## config.mk

```make
export PLATFORM = sky130hd
export DESIGN_NAME = adc_trim_corrector
export DESIGN_NICKNAME = d
export VERILOG_FILES = /design/src/rtl/adct_pkg.sv /design/src/rtl/adct_nv_loader.sv /design/src/rtl/adct_coef_regs.sv /design/src/rtl/adct_datapath.sv /design/src/rtl/adc_trim_corrector.sv
export SDC_FILE = /design/constraint.sdc
export NUM_CORES = 1
export LEC_CHECK = 0
export BUFFER_PORTS_ARGS = -buffer_cell sky130_fd_sc_hd__buf_2
export CAP_MARGIN = 20
export CELL_PAD_IN_SITES_DETAIL_PLACEMENT = 1
export CELL_PAD_IN_SITES_GLOBAL_PLACEMENT = 2
export CORE_MARGIN = 3
export CORE_UTILIZATION = 43
export DETAILED_ROUTE_END_ITERATION = 6
export PLACE_DENSITY = 0.95
export SLEW_MARGIN = 25
export SYNTH_ARGS = -nofsm -noshare
export SYNTH_HDL_FRONTEND = slang
export SYNTH_SLANG_ARGS = --single-unit
export TNS_END_PERCENT = 30
```

## constraint.sdc

```tcl
create_clock -name clk -period 15.4 [get_ports clk]
set_input_delay 3.08 -clock clk [delete_from_list [all_inputs] [get_ports clk]]
set_output_delay 3.08 -clock clk [all_outputs]
set_load 0.05 [all_outputs]
```

## src/rtl/adct_pkg.sv

```systemverilog
`timescale 1ns/1ps
package adct_pkg;

    typedef enum logic [2:0] {
        LD_IDLE,
        LD_REQ_OFS,
        LD_WAIT_OFS,
        LD_REQ_GAIN,
        LD_WAIT_GAIN,
        LD_READY
    } ld_state_t;

    // coefficient index, also bit 1 of the register select
    localparam int CIDX_OFS  = 0;
    localparam int CIDX_GAIN = 1;
    localparam int NUM_COEF  = 2;

endpackage

```

## src/rtl/adct_nv_loader.sv

```systemverilog
`timescale 1ns/1ps
module adct_nv_loader
    import adct_pkg::*;
(
    input  logic       clk,
    input  logic       rst_n,
    input  logic       nv_ack,
    output logic       nv_req,
    output logic       nv_sel,
    output logic [1:0] load_en,
    output logic       ready
);

    ld_state_t state_q, state_d;

    // state register
    always_ff @(posedge clk) begin
        if (!rst_n) state_q <= LD_IDLE;
        else        state_q <= state_d;
    end

    // transitions
    always_comb begin
        state_d = state_q;
        unique case (state_q)
            LD_IDLE:      state_d = LD_REQ_OFS;
            LD_REQ_OFS:   state_d = LD_WAIT_OFS;
            LD_WAIT_OFS:  if (nv_ack) state_d = LD_REQ_GAIN;
            LD_REQ_GAIN:  state_d = LD_WAIT_GAIN;
            LD_WAIT_GAIN: if (nv_ack) state_d = LD_READY;
            LD_READY:     state_d = LD_READY;
            default:      state_d = LD_IDLE;
        endcase
    end

    // outputs
    always_comb begin
        nv_req  = 1'b0;
        nv_sel  = 1'b0;
        load_en = 2'b00;
        ready   = 1'b0;
        unique case (state_q)
            LD_IDLE: ;
            LD_REQ_OFS: begin
                nv_req = 1'b1;
                nv_sel = 1'b0;
            end
            LD_WAIT_OFS: begin
                nv_sel = 1'b0;
                load_en[CIDX_OFS] = nv_ack;
            end
            LD_REQ_GAIN: begin
                nv_req = 1'b1;
                nv_sel = 1'b1;
            end
            LD_WAIT_GAIN: begin
                nv_sel = 1'b1;
                load_en[CIDX_GAIN] = nv_ack;
            end
            LD_READY: ready = 1'b1;
            default: ;
        endcase
    end

endmodule

```

## src/rtl/adct_coef_regs.sv

```systemverilog
`timescale 1ns/1ps
module adct_coef_regs
    import adct_pkg::*;
#(
    parameter int COEF_W = 14,
    parameter int LO_W   = 8
) (
    input  logic                             clk,
    input  logic                             rst_n,
    input  logic                             ready,
    input  logic [NUM_COEF-1:0]              load_en,
    input  logic [COEF_W-1:0]                nv_data,
    input  logic                             reg_wr,
    input  logic [1:0]                       reg_sel,
    input  logic [LO_W-1:0]                  reg_wdata,
    output logic [NUM_COEF-1:0][COEF_W-1:0]  coef_q
);

    localparam int HI_W = COEF_W - LO_W;

    for (genvar gi = 0; gi < NUM_COEF; gi++) begin : g_coef
        localparam logic [1:0]        LO_SEL = 2'(gi * 2);
        localparam logic [1:0]        HI_SEL = 2'(gi * 2 + 1);
        localparam logic [COEF_W-1:0] RST_V  =
            (gi == CIDX_GAIN) ? COEF_W'(1 << (COEF_W - 1)) : '0;

        logic [HI_W-1:0] held_hi;
        logic            lo_hit, hi_hit;

        assign lo_hit = ready && reg_wr && (reg_sel == LO_SEL);
        assign hi_hit = ready && reg_wr && (reg_sel == HI_SEL);

        always_ff @(posedge clk) begin
            if (!rst_n) begin
                coef_q[gi] <= RST_V;
                held_hi    <= RST_V[COEF_W-1:LO_W];
            end else if (load_en[gi]) begin
                coef_q[gi] <= nv_data;
                held_hi    <= nv_data[COEF_W-1:LO_W];
            end else if (lo_hit) begin
                coef_q[gi] <= {held_hi, reg_wdata};
            end else if (hi_hit) begin
                held_hi    <= reg_wdata[HI_W-1:0];
            end
        end
    end

endmodule

```

## src/rtl/adct_datapath.sv

```systemverilog
`timescale 1ns/1ps
module adct_datapath #(
    parameter int RAW_W     = 12,
    parameter int COEF_W    = 14,
    parameter int OFS_MUL   = 9,
    parameter int OFS_SHIFT = 9
) (
    input  logic              clk,
    input  logic              rst_n,
    input  logic              accept,
    input  logic [RAW_W-1:0]  raw,
    input  logic [COEF_W-1:0] ofs_coef,
    input  logic [COEF_W-1:0] gain_coef,
    output logic              out_valid,
    output logic [RAW_W-1:0]  out_code
);

    localparam int OSC_W  = COEF_W + 6;
    localparam int DIFF_W = RAW_W + 2;
    localparam int PROD_W = DIFF_W + COEF_W + 1;
    localparam int GSHIFT = COEF_W - 1;
    localparam logic signed [PROD_W-1:0] CODE_MAX = PROD_W'((1 << RAW_W) - 1);

    // stage 1: offset scaling and subtraction, gain snapshot
    logic signed [OSC_W-1:0]  ofs_ext, ofs_scaled, ofs_codes;
    logic signed [DIFF_W-1:0] diff_d;

    assign ofs_ext    = {{(OSC_W - COEF_W){ofs_coef[COEF_W-1]}}, ofs_coef};
    assign ofs_scaled = ofs_ext * $signed(OSC_W'(OFS_MUL));
    assign ofs_codes  = ofs_scaled >>> OFS_SHIFT;
    assign diff_d     = $signed({2'b00, raw}) - ofs_codes[DIFF_W-1:0];

    logic                     s1_valid;
    logic signed [DIFF_W-1:0] s1_diff;
    logic [COEF_W-1:0]        s1_gain;

    always_ff @(posedge clk) begin
        if (!rst_n) begin
            s1_valid <= 1'b0;
            s1_diff  <= '0;
            s1_gain  <= '0;
        end else begin
            s1_valid <= accept;
            if (accept) begin
                s1_diff <= diff_d;
                s1_gain <= gain_coef;
            end
        end
    end

    // stage 2: gain multiply, rescale, clamp
    logic signed [PROD_W-1:0] prod, scaled;
    logic [RAW_W-1:0]         clamped;

    assign prod   = s1_diff * $signed({1'b0, s1_gain});
    assign scaled = prod >>> GSHIFT;

    always_comb begin
        if (scaled < 0)             clamped = '0;
        else if (scaled > CODE_MAX) clamped = '1;
        else                        clamped = scaled[RAW_W-1:0];
    end

    always_ff @(posedge clk) begin
        if (!rst_n) begin
            out_valid <= 1'b0;
            out_code  <= '0;
        end else begin
            out_valid <= s1_valid;
            if (s1_valid) out_code <= clamped;
        end
    end

endmodule

```

## src/rtl/adc_trim_corrector.sv

```systemverilog
`timescale 1ns/1ps
module adc_trim_corrector
    import adct_pkg::*;
#(
    parameter int RAW_W     = 12,
    parameter int COEF_W    = 14,
    parameter int LO_W      = 8,
    parameter int OFS_MUL   = 9,
    parameter int OFS_SHIFT = 9
) (
    input  logic              clk,
    input  logic              rst_n,
    input  logic              in_valid,
    input  logic [RAW_W-1:0]  in_raw,
    output logic              out_valid,
    output logic [RAW_W-1:0]  out_code,
    input  logic              reg_wr,
    input  logic [1:0]        reg_sel,
    input  logic [LO_W-1:0]   reg_wdata,
    output logic              nv_req,
    output logic              nv_sel,
    input  logic              nv_ack,
    input  logic [COEF_W-1:0] nv_data
);

    logic                            ld_ready;
    logic [NUM_COEF-1:0]             load_en;
    logic [NUM_COEF-1:0][COEF_W-1:0] coef_q;
    logic [COEF_W-1:0]               ofs_coef, gain_coef;

    adct_nv_loader u_loader (
        .clk     (clk),
        .rst_n   (rst_n),
        .nv_ack  (nv_ack),
        .nv_req  (nv_req),
        .nv_sel  (nv_sel),
        .load_en (load_en),
        .ready   (ld_ready)
    );

    adct_coef_regs #(
        .COEF_W (COEF_W),
        .LO_W   (LO_W)
    ) u_regs (
        .clk       (clk),
        .rst_n     (rst_n),
        .ready     (ld_ready),
        .load_en   (load_en),
        .nv_data   (nv_data),
        .reg_wr    (reg_wr),
        .reg_sel   (reg_sel),
        .reg_wdata (reg_wdata),
        .coef_q    (coef_q)
    );

    assign ofs_coef  = coef_q[CIDX_OFS];
    assign gain_coef = coef_q[CIDX_GAIN];

    adct_datapath #(
        .RAW_W     (RAW_W),
        .COEF_W    (COEF_W),
        .OFS_MUL   (OFS_MUL),
        .OFS_SHIFT (OFS_SHIFT)
    ) u_dp (
        .clk       (clk),
        .rst_n     (rst_n),
        .accept    (in_valid && ld_ready),
        .raw       (in_raw),
        .ofs_coef  (ofs_coef),
        .gain_coef (gain_coef),
        .out_valid (out_valid),
        .out_code  (out_code)
    );

endmodule

```

### Word-level counts from Yosys, hierarchy flattened

Index checks and enable logic that the tools add are counted.

| storage, ports and cells | value |
|---|---|
| register bits | 85 |
| word-level logic and storage cells | 64 |
| output and inout port bits | 15 |
| input bits | 41 |

| operators by class | value |
|---|---|
| magnitude comparators | 2 |
| reduce and logical (&&, ||, !) cells | 17 |
| multiplexer cells | 20 |
| eq/ne operators | 12 |
| add/sub/neg operators | 1 |
| $mul | 2 |

Operators by type and width:

| operator | number |
|---|---|
| $mux W14 | 4 |
| $mux W6 | 6 |
| $mul A14 B15 Y29 | 1 |
| $mux W12 | 2 |
| $mul A14 B5 Y19 const B | 1 |
| $pmux W3 S6 | 1 |
| $gt A16 B13 Y1 const B | 1 |
| $lt A16 B1 Y1 const B | 1 |
| $sub A13 B10 Y14 | 1 |
| $ne A2 B2 Y1 const B | 4 |
| $reduce_bool A2 Y1 | 4 |
| $eq A3 B2 Y1 const B | 2 |
| $eq A3 B3 Y1 const B | 2 |
| $logic_and A1 B1 Y1 | 6 |
| $mux W3 | 2 |
| $reduce_and A2 Y1 | 3 |
| $mux W1 | 5 |
| $eq A2 B2 Y1 const B | 2 |
| $reduce_or A2 Y1 | 2 |
| $eq A3 B1 Y1 const B | 1 |
| $logic_not A3 Y1 | 1 |
| $eq A2 B1 Y1 const B | 1 |
| $logic_not A2 Y1 | 1 |

### Longest topological paths before layout

Gate-level depths: netlist (run 1).

| depth | value |
|---|---|
| depth in word-level cells | 7 |
| gate-level depth with buffers | 24 |
| gate-level depth less buffers | 23 |

### Hierarchy

A second synthesis (run 1) with hierarchy kept.

| second synthesis, totals | value |
|---|---|
| cells, all modules | 1,240 |
| area total of the unflattened synthesis | 11,203.2 µm² |

By module, submodules not included:

| module | cells an instance | seq. area each (µm²) | instances | area each (µm²) |
|---|---|---|---|---|
| adct_datapath | 1,025 | 840.8 | 1 | 9,278.9 |
| adct_coef_regs | 195 | 800.8 | 1 | 1,749.2 |
| adct_nv_loader | 19 | 60.1 | 1 | 168.9 |
| adc_trim_corrector | 1 | 0.0 | 1 | 6.3 |

### Worst setup path after synthesis (run 1)

OpenSTA, ideal clock, no wires.

| timing path | value |
|---|---|
| kind | reg-to-reg |
| start point | reg u_dp.s1_diff[13] |
| end point | reg u_dp.out_code[10] |
| path buffers | 1 |
| data arrival time | 5,827 ps |
| library setup time | 91 ps |
| setup slack | 9,482 ps |
| period minus slack after synthesis | 5,918 ps |
| stages on the path, launching flop included | 21 |
| required time | 15,309 ps |
| cells stage by stage | dfxtp_1 -> clkbuf_1 -> nor2b_1 -> fa_1 -> fa_1 -> fa_1 -> fa_1 -> fa_1 -> inv_1 -> fa_1 -> inv_1 -> ha_1 -> a21oi_1 -> o22ai_1 -> a31oi_2 -> o21ai_1 -> a31oi_4 -> o21ai_2 -> nor2_4 -> inv_2 -> a311oi_1 |

| on the way | value |
|---|---|
| longest elaborated chain between the ends | 4 |
| elaborated cells between the ends (all ways) | 5 |
| classes of those cells | mul: 1; order compare: 2; mux: 2 |

RTL lines:

| what | RTL line | RTL |
|---|---|---|
| start: declaration | adct_datapath.sv:34 | `logic signed [DIFF_W-1:0] s1_diff;` |
| start signal: assignment | adct_datapath.sv:45 | `s1_diff <= diff_d;` |
| $mul A14 B15 Y29 (*) | adct_datapath.sv:55 | `assign prod = s1_diff * $signed({1'b0, s1_gain});` |
| $gt A16 B13 Y1 | adct_datapath.sv:60 | `else if (scaled > CODE_MAX) clamped = '1;` |
| $mux W12 | adct_datapath.sv:60 |  |
| $mux W12 (*) | adct_datapath.sv:59 | `if (scaled < 0) clamped = '0;` |
| end signal: assignment | adct_datapath.sv:70 | `if (s1_valid) out_code <= clamped;` |
| end: declaration | adct_datapath.sv:15 | `output logic [RAW_W-1:0] out_code` |

Every way passes the cells marked *; elsewhere a longest branch is shown, timed or not.
A chain may end at the register's enable or synchronous reset.

### Final worst setup path (run 1)

Same ends and word-level chain as after synthesis.

==> flow_results.xml, run 1 <==
<?xml version="1.0" encoding="UTF-8"?>
<metrics>
  <group name="run_status">
    <metric name="status" unit="">finished, final reports clean</metric>
  </group>
  <group name="job">
    <metric name="cap_violations" unit="">0</metric>
  </group>
  <group name="yosys">
    <metric name="number_of_library_cell_types_mapped_by_synthesis" unit="">66</metric>
    <metric name="ys_seq_elements" unit="">85</metric>
    <metric name="synth_sequential_area_ratio" unit="">0.156</metric>
    <metric name="ys.warnings.count" unit="">0</metric>
    <metric name="syn-mean-instance-area" unit="um2">8.89</metric>
    <metric name="yosys_most_used_dff" unit="">sky130_fd_sc_hd__dfxtp_1</metric>
    <metric name="synthesis.area" unit="um2">10900</metric>
    <metric name="synthCells" unit="">1230</metric>
    <metric name="synth-async-reset-ratio" unit="">0</metric>
    <metric name="syn_nets" unit="">1554</metric>
    <metric name="edff_count_synth" unit="">0</metric>
  </group>
  <group name="detailed_routing">
    <metric name="routed_vias_inst" unit="">5.28</metric>
    <metric name="routedWlPerCell" unit="um">17.0</metric>
    <metric name="count_of_nets_left_with_antenna_violations_after_detail_routing" unit="">0</metric>
    <metric name="drc_errors" unit="">0</metric>
    <metric name="detail_route.iter0.violations" unit="">284</metric>
    <metric name="via_count" unit="">8326</metric>
    <metric name="detail_route.wirelength" unit="mm">26.8</metric>
    <metric name="drt-pass1-iter-count" unit="">6</metric>
  </group>
  <group name="clocking">
    <metric name="tritoncts" unit="">built</metric>
    <metric name="clkSinkCount" unit="">85</metric>
    <metric name="cts_buffers" unit="">9</metric>
    <metric name="cts_post_setup_buffers_inserted" unit="">0</metric>
    <metric name="cts_hold_buffers" unit="">0</metric>
    <metric name="cts_repair_resized_insts" unit="">0</metric>
    <metric name="clkLatencyLatePin" unit="ns">0.36</metric>
    <metric name="cts-htree-levels" unit="">3</metric>
    <metric name="path_clk_slew" unit="ns">0.07</metric>
    <metric name="clock_path_buffers" unit="">2</metric>
    <metric name="root_buf_cell" unit="">sky130_fd_sc_hd__clkbuf_16</metric>
  </group>
  <group name="grt">
    <metric name="grt_remaining_overflow" unit="">0</metric>
    <metric name="antenna_violations_before_repair" unit="">0</metric>
    <metric name="wire_length_of_the_first_global_routing_pass" unit="mm">45.5</metric>
    <metric name="first_global_vias" unit="">9215</metric>
    <metric name="groute.usage.overall" unit="">0.208</metric>
    <metric name="grt_max_degree" unit="">68</metric>
  </group>
  <group name="sta">
    <metric name="tightest_slew" unit="ns">0.964</metric>
    <metric name="timing.final.ws_setup" unit="ns">8.75</metric>
    <metric name="finClkSkew" unit="ns">0.0123</metric>
    <metric name="grt_setup_unrepaired" unit="">no</metric>
    <metric name="final_hold_viol_count" unit="">0</metric>
    <metric name="timing.final.crit_period" unit="ns">6.65</metric>
    <metric name="timing.max_slew.rel_slack" unit="">0.355</metric>
    <metric name="final_setup_violation_count" unit="">0</metric>
    <metric name="fin_setup_tns" unit="ns">0</metric>
    <metric name="max_freq" unit="GHz">0.150</metric>
    <metric name="period_share" unit="">0.431</metric>
    <metric name="timing.final.max_slew_violations" unit="">0</metric>
  </group>
  <group name="worst_setup_path">
    <metric name="cp_max_fo" unit="">17</metric>
    <metric name="timing.critical_path.required" unit="ns">15.65</metric>
    <metric name="crit_path_start_kind" unit="">flip-flop</metric>
    <metric name="criticalPathCategory" unit="">reg -&gt; reg</metric>
    <metric name="worstSetupEndpointType" unit="">flip-flop</metric>
    <metric name="reg2reg_slack" unit="ns">8.75</metric>
    <metric name="cp.arrival" unit="ns">6.90</metric>
  </group>
  <group name="pwr">
    <metric name="pleak" unit="nW">5.75</metric>
    <metric name="power-per-cell-area" unit="nW/um2">46.8</metric>
    <metric name="largest_voltage_drop_on_the_vdd_net" unit="mV">0.0425</metric>
  </group>
  <group name="worst_hold_path">
    <metric name="hold_path_class" unit="">reg -&gt; reg</metric>
  </group>
  <group name="placed_design">
    <metric name="routabilityCongestion" unit="">0.809</metric>
    <metric name="post-dp-hpwl" unit="mm">22.0</metric>
    <metric name="setup_slack_after_placement" unit="ns">8.83</metric>
    <metric name="io_buffers" unit="">55</metric>
  </group>
  <group name="floorplanning">
    <metric name="placement_rows" unit="">57</metric>
    <metric name="design.portCount" unit="">56</metric>
    <metric name="die-width" unit="um">165</metric>
    <metric name="dieArea" unit="um2">27400</metric>
    <metric name="die_height" unit="um">165</metric>
    <metric name="core_area" unit="um2">24700</metric>
    <metric name="initial_utilization" unit="">0.443</metric>
  </group>
  <group name="layout">
    <metric name="n_fill_cell" unit="">2974</metric>
    <metric name="layout_commonest_cell" unit="">sky130_fd_sc_hd__inv_1</metric>
    <metric name="synthToLayoutAreaGrowth" unit="%">7.49</metric>
    <metric name="final_layout_size_suffix_gt1_frac" unit="">0.0797</metric>
    <metric name="final_cell_mix" unit="">sky130_fd_sc_hd__inv_1 (186), sky130_fd_sc_hd__nand2_1 (154), sky130_fd_sc_hd__fa_1 (142)</metric>
    <metric name="finalNetCount" unit="">1573</metric>
    <metric name="inserted_diodes" unit="">0</metric>
  </group>
</metrics>
where the power goes:
group	total (mW)	leakage, nW	switching (mW)	internal, mW
registers	0.240	0.687	0.0110	0.229
clock network	0.218	0.143	0.104	0.114
logic	0.0914	4.92	0.0543	0.0371
logic make-up (layout without fill, tap and decap cells):
family | count (synthesis) | count (layout) | share of synthesized area
flops | 85 | 85 | 0.156
xor+xnor | 34 | 34 | 0.0286
mux | 26 | 26 | 0.0238
buf+inv | 239 | 263 | 0.0825
compound gates | 170 | 170 | 0.109
simple gates | 393 | 393 | 0.179
fa+ha+maj | 283 | 283 | 0.421
routing by layer:
metal	track usage	up-vias	share of wire
met5	0	-	0
met4	0.0575	0	0.020
met3	0.0212	31	0.028
met2	0.364	128	0.51
met1	0.273	4174	0.44
li1	-	3993	-
registers in the layout (all words and copies together) (netlist names):
register               count
u_regs.g_coef.held_hi     12
u_dp.out_valid             1
u_dp.s1_diff              14
u_dp.s1_valid              1
u_regs.coef_q             28
u_dp.out_code             12
u_dp.s1_gain              14
u_loader.state_q           3
cells in the mapped netlist (all sizes together) (7+ instances only):
library cell / number / area share
a211oi: 29 / 0.020
a21o: 7 / 0.0048
a21oi: 55 / 0.027
a22oi: 12 / 0.0082
and2: 107 / 0.061
clkbuf: 48 / 0.016
dfxtp: 85 / 0.16
fa: 142 / 0.26
ha: 141 / 0.16
inv: 187 / 0.064
mux2i: 26 / 0.024
nand2: 155 / 0.053
nand2b: 10 / 0.0057
nand3: 8 / 0.0037
nor2: 63 / 0.022
nor2b: 19 / 0.011
nor3: 11 / 0.0055
o21ai: 30 / 0.015
xnor2: 20 / 0.017
xor2: 14 / 0.012
stage by stage:
stage	instances	hold slack [ns]	util	cell area, um2	total power, mW
finish	1578	0.444	0.476	11700	0.549
CTS	1578	0.447	0.476	11700	0.554
global route	1578	0.477	0.476	11700	0.577
floorplan	1230	0.427	-	10900	0.306
detailed placement	1562	0.438	0.464	11400	0.337
global placement	1562	0.432	0.464	11400	0.333
critical path: stages (launching register included):
cell and delay (ns):
sky130_fd_sc_hd__dfxtp_1 0.76, sky130_fd_sc_hd__nor2b_1 0.28, sky130_fd_sc_hd__fa_1 0.45, sky130_fd_sc_hd__fa_1 0.52, sky130_fd_sc_hd__fa_1 0.52, sky130_fd_sc_hd__fa_1 0.52
sky130_fd_sc_hd__fa_1 0.57, sky130_fd_sc_hd__inv_1 0.07, sky130_fd_sc_hd__fa_1 0.55, sky130_fd_sc_hd__inv_1 0.05, sky130_fd_sc_hd__ha_1 0.35, sky130_fd_sc_hd__a21oi_1 0.22
sky130_fd_sc_hd__o22ai_1 0.15, sky130_fd_sc_hd__a31oi_2 0.31, sky130_fd_sc_hd__o21ai_1 0.22, sky130_fd_sc_hd__a31oi_4 0.31, sky130_fd_sc_hd__o21ai_2 0.14, sky130_fd_sc_hd__nor2_4 0.19
sky130_fd_sc_hd__inv_2 0.08, sky130_fd_sc_hd__a311oi_1 0.27
worst paths after layout:
| check | cells past startpoint | startpoint | to |
|---|---|---|---|
| setup reg to reg | 19 | u_dp.s1_diff[13] | u_dp.out_code[10] |
| hold reg to reg | 2 | u_dp.out_code[7] | u_dp.out_code[7] |
| hold / removal | 2 | u_dp.out_code[7] | u_dp.out_code[7] |
| setup / recovery | 19 | u_dp.s1_diff[13] | u_dp.out_code[10] |
cell type report:
cell class / count / area, um2 / area share
flip-flops and latches: 85 / 1700 / 0.145
clock inverters: 7 / 72.6 / 0.00618
inverters: 188 / 706 / 0.0601
clock buffers: 9 / 225 / 0.0192
well taps: 324 / 405 / 0.0345
multi-input cells: 906 / 8330 / 0.709
repair buffers: 59 / 305 / 0.0260
(Power assumes the default switching activity.)
==> run 2, diff against run 1 <==
--- a/config.mk
+++ b/config.mk
@@ -5,14 +5,15 @@
 export SDC_FILE = /design/constraint.sdc
 export NUM_CORES = 1
 export LEC_CHECK = 0
+export ABC_AREA = 1
 export BUFFER_PORTS_ARGS = -buffer_cell sky130_fd_sc_hd__buf_2
 export CAP_MARGIN = 20
 export CELL_PAD_IN_SITES_DETAIL_PLACEMENT = 1
 export CELL_PAD_IN_SITES_GLOBAL_PLACEMENT = 2
 export CORE_MARGIN = 3
-export CORE_UTILIZATION = 43
+export CORE_UTILIZATION = 37
 export DETAILED_ROUTE_END_ITERATION = 6
-export PLACE_DENSITY = 0.95
+export PLACE_DENSITY = 0.89
 export SLEW_MARGIN = 25
 export SYNTH_ARGS = -nofsm -noshare
 export SYNTH_HDL_FRONTEND = slang
==> constraint.sdc (replaced) <==
create_clock -name clk -period 6.6 [get_ports clk]
set_input_delay 1.32 -clock clk [delete_from_list [all_inputs] [get_ports clk]]
set_output_delay 1.32 -clock clk [all_outputs]
set_load 0.05 [all_outputs]
==> flow_results.xml, run 2 <==
<?xml version="1.0" encoding="UTF-8"?>
<metrics>
  <group name="worst_setup_path">
    <metric name="worstSetupEndpointType" unit="">flip-flop</metric>
    <metric name="worst_path_largest_cell_delay" unit="ns">0.55</metric>
    <metric name="cpMaxStageDelayCell" unit="">sky130_fd_sc_hd__fa_1</metric>
    <metric name="crit_path_start_kind" unit="">flip-flop</metric>
    <metric name="critical_path.cell_chain" unit="">nand2_1 &gt; inv_1 &gt; fa_1 &gt; inv_1 &gt; fa_1 &gt; inv_1 &gt; fa_1 &gt; fa_1 &gt; fa_1 &gt; inv_1 &gt; fa_1 &gt; inv_1 &gt; ha_1 &gt; a21oi_1 &gt; o21ai_1 &gt; a21oi_1 &gt; nor2_1 &gt; nor2_1 &gt; nand3b_1 &gt; a21oi_4 &gt; nand2_1 &gt; a21oi_1</metric>
    <metric name="criticalPathCategory" unit="">reg -&gt; reg</metric>
    <metric name="cp.arrival" unit="ns">6.35</metric>
    <metric name="cp_max_fo" unit="">12</metric>
    <metric name="critical_path.most_common_cell" unit="">sky130_fd_sc_hd__fa_1</metric>
    <metric name="timing.critical_path.required" unit="ns">6.86</metric>
  </group>
  <group name="floorplanning">
    <metric name="die-width" unit="um">183</metric>
    <metric name="dieArea" unit="um2">33500</metric>
    <metric name="placement_rows" unit="">64</metric>
    <metric name="initial_utilization" unit="">0.378</metric>
    <metric name="die_height" unit="um">183</metric>
    <metric name="design.portCount" unit="">56</metric>
    <metric name="core_area" unit="um2">30700</metric>
  </group>
  <group name="sta">
    <metric name="fin_setup_tns" unit="ns">0</metric>
    <metric name="grt_setup_unrepaired" unit="">no</metric>
    <metric name="tightest_slew" unit="ns">1.04</metric>
    <metric name="final_hold_viol_count" unit="">0</metric>
    <metric name="final_hold_slack" unit="ns">0.434</metric>
    <metric name="final_setup_violation_count" unit="">0</metric>
    <metric name="timing.max_slew.rel_slack" unit="">0.306</metric>
    <metric name="finClkSkew" unit="ns">0.0125</metric>
    <metric name="timing.final.crit_period" unit="ns">6.09</metric>
    <metric name="timing.final.max_slew_violations" unit="">0</metric>
    <metric name="max_freq" unit="GHz">0.164</metric>
    <metric name="period_share" unit="">0.923</metric>
  </group>
  <group name="layout">
    <metric name="inserted_diodes" unit="">0</metric>
    <metric name="n_fill_cell" unit="">3957</metric>
    <metric name="area_used_by_multi_input_combinational_logic" unit="um2">8310</metric>
    <metric name="final_cell_mix" unit="">sky130_fd_sc_hd__nand2_1 (434), sky130_fd_sc_hd__inv_1 (363), sky130_fd_sc_hd__fa_1 (142)</metric>
    <metric name="finalNetCount" unit="">1963</metric>
    <metric name="largest_register_ff_count" unit="">28</metric>
    <metric name="final_layout_size_suffix_gt1_frac" unit="">0.0706</metric>
    <metric name="regArea" unit="um2">1710</metric>
    <metric name="synthToLayoutAreaGrowth" unit="%">9.39</metric>
    <metric name="layout_commonest_cell" unit="">sky130_fd_sc_hd__nand2_1</metric>
    <metric name="final_core_util" unit="">0.413</metric>
    <metric name="register_with_the_highest_flop_count" unit="">u_regs.coef_q</metric>
    <metric name="layout_top_registers" unit="">u_regs.coef_q (28), u_dp.s1_diff (14), u_dp.s1_gain (14)</metric>
  </group>
  <group name="pwr">
    <metric name="fin_total_pwr" unit="mW">1.27</metric>
    <metric name="pleak" unit="nW">7.34</metric>
    <metric name="largest_voltage_drop_on_the_vdd_net" unit="mV">0.121</metric>
    <metric name="power-per-cell-area" unit="nW/um2">99.9</metric>
  </group>
  <group name="grt">
    <metric name="grt_max_degree" unit="">40</metric>
    <metric name="antenna_violations_before_repair" unit="">0</metric>
    <metric name="groute.usage.overall" unit="">0.215</metric>
    <metric name="grt_remaining_overflow" unit="">0</metric>
    <metric name="first_global_vias" unit="">11309</metric>
    <metric name="wire_length_of_the_first_global_routing_pass" unit="mm">57.7</metric>
  </group>
  <group name="clocking">
    <metric name="cts_repair_resized_insts" unit="">0</metric>
    <metric name="clock_path_buffers" unit="">2</metric>
    <metric name="cts-htree-levels" unit="">3</metric>
    <metric name="cts_hold_buffers" unit="">0</metric>
    <metric name="root_buf_cell" unit="">sky130_fd_sc_hd__clkbuf_16</metric>
    <metric name="path_clk_slew" unit="ns">0.07</metric>
    <metric name="cts_buffers" unit="">9</metric>
    <metric name="clkSinkCount" unit="">85</metric>
    <metric name="cts_post_setup_buffers_inserted" unit="">0</metric>
    <metric name="tritoncts" unit="">built</metric>
    <metric name="clkLatencyLatePin" unit="ns">0.36</metric>
  </group>
  <group name="yosys">
    <metric name="yosys_most_used_dff" unit="">sky130_fd_sc_hd__dfxtp_1</metric>
    <metric name="synthesis.area" unit="um2">11600</metric>
    <metric name="synth-async-reset-ratio" unit="">0</metric>
    <metric name="synthMostInstantiatedCell" unit="">sky130_fd_sc_hd__nand2_1</metric>
    <metric name="syn_nets" unit="">1921</metric>
    <metric name="ys_seq_elements" unit="">85</metric>
    <metric name="synthCells" unit="">1597</metric>
    <metric name="synth_top_area_share" unit="">0.245</metric>
    <metric name="yosys.area.top_type" unit="">sky130_fd_sc_hd__fa_1</metric>
    <metric name="yosys-top-cells-area" unit="">sky130_fd_sc_hd__fa_1 (24%), sky130_fd_sc_hd__ha_1 (15%), sky130_fd_sc_hd__dfxtp_1 (15%)</metric>
    <metric name="number_of_library_cell_types_mapped_by_synthesis" unit="">37</metric>
    <metric name="ys.warnings.count" unit="">0</metric>
    <metric name="syn-mean-instance-area" unit="um2">7.27</metric>
    <metric name="synth_sequential_area_ratio" unit="">0.147</metric>
    <metric name="edff_count_synth" unit="">0</metric>
    <metric name="yosys-top-cells-count" unit="">sky130_fd_sc_hd__nand2_1 (434), sky130_fd_sc_hd__inv_1 (364), sky130_fd_sc_hd__fa_1 (142)</metric>
  </group>
  <group name="detailed_routing">
    <metric name="routedWlPerCell" unit="um">17.0</metric>
    <metric name="routed_vias_inst" unit="">4.99</metric>
    <metric name="count_of_nets_left_with_antenna_violations_after_detail_routing" unit="">0</metric>
    <metric name="drt-pass1-iter-count" unit="">4</metric>
    <metric name="detail_route.iter0.violations" unit="">367</metric>
    <metric name="detail_route.wirelength" unit="mm">34.7</metric>
    <metric name="drc_errors" unit="">0</metric>
    <metric name="via_count" unit="">10176</metric>
  </group>
  <group name="run_status">
    <metric name="status" unit="">finished, final reports clean</metric>
  </group>
  <group name="placed_design">
    <metric name="routabilityCongestion" unit="">0.851</metric>
    <metric name="io_buffers" unit="">55</metric>
    <metric name="post-dp-hpwl" unit="mm">28.9</metric>
  </group>
  <group name="job">
    <metric name="cap_violations" unit="">0</metric>
  </group>
  <group name="worst_hold_path">
    <metric name="hold_path_class" unit="">reg -&gt; reg</metric>
  </group>
</metrics>
## run 2: cell types whose count changed after synthesis, sizes merged, moves of 10 or more
cell,change
nand3,+38
a31oi,+26
o21bai,+16
o21ai,+20
and2,-107
a21oi,+32
nor2b,-19
mux2i,-26
nand2b,-10
a211oi,-28
inv,+180
nand2,+283
## run 2: worst paths after layout
| check | startpoint | endpoint | slack (ns) | depth (start not counted) |
|---|---|---|---|---|
| max | u_dp.s1_gain[9] | u_dp.out_code[9] | 0.51 | 22 |
| min | u_dp.s1_valid | u_dp.out_valid | 0.43 | 2 |
| max reg2reg | u_dp.s1_gain[9] | u_dp.out_code[9] | 0.51 | 22 |
| min reg2reg | u_dp.s1_valid | u_dp.out_valid | 0.43 | 2 |
## run 2: layout make-up
cell class              instances  area share
multi-input cells            1089       0.655
flip-flops and latches         85       0.134
inverters                     370       0.109
well taps                     396      0.0390
repair buffers                 84      0.0388
clock buffers                   9      0.0177
clock inverters                 7     0.00601
## run 2: logic make-up after synthesis
group | after synthesis | share of synthesized area
compound gates | 202 | 0.0987
xor+xnor | 31 | 0.0234
fa+ha+maj | 283 | 0.397
buf+inv | 423 | 0.138
flops | 85 | 0.147
simple gates | 573 | 0.197
## run 2: critical path, delay by kind of cell, from the launching register on
kind	cells	cell delay [ns]
adder cells (fa/ha/maj)	7	3.52
AO/OA/AOI/OAI	5	1.02
AND/OR/NAND/NOR	5	0.60
flip-flops	1	0.52
buffers and inverters	5	0.31
## run 2: power breakdown
part,internal (mW),switching [mW],leakage (nW)
logic,0.0686,0.128,6.51
clock network,0.270,0.259,0.149
registers,0.527,0.0176,0.688
## run 2: through the flow
step           instance area (um2)  worst slack, ns  cells
2_1_floorplan                11600             1.06   1597
6_report                     12700            0.508   2040
3_3_place_gp                 12400            0.483   2024
3_5_place_dp                 12400            0.289   2024
5_1_grt                      12700            0.104   2040
4_1_cts                      12700            0.273   2040
## run 2: layer usage
layer  track usage  part of all wire
met3        0.0236             0.027
met4        0.0609             0.023
met1         0.265              0.43
met5             0                 0
met2         0.397              0.52
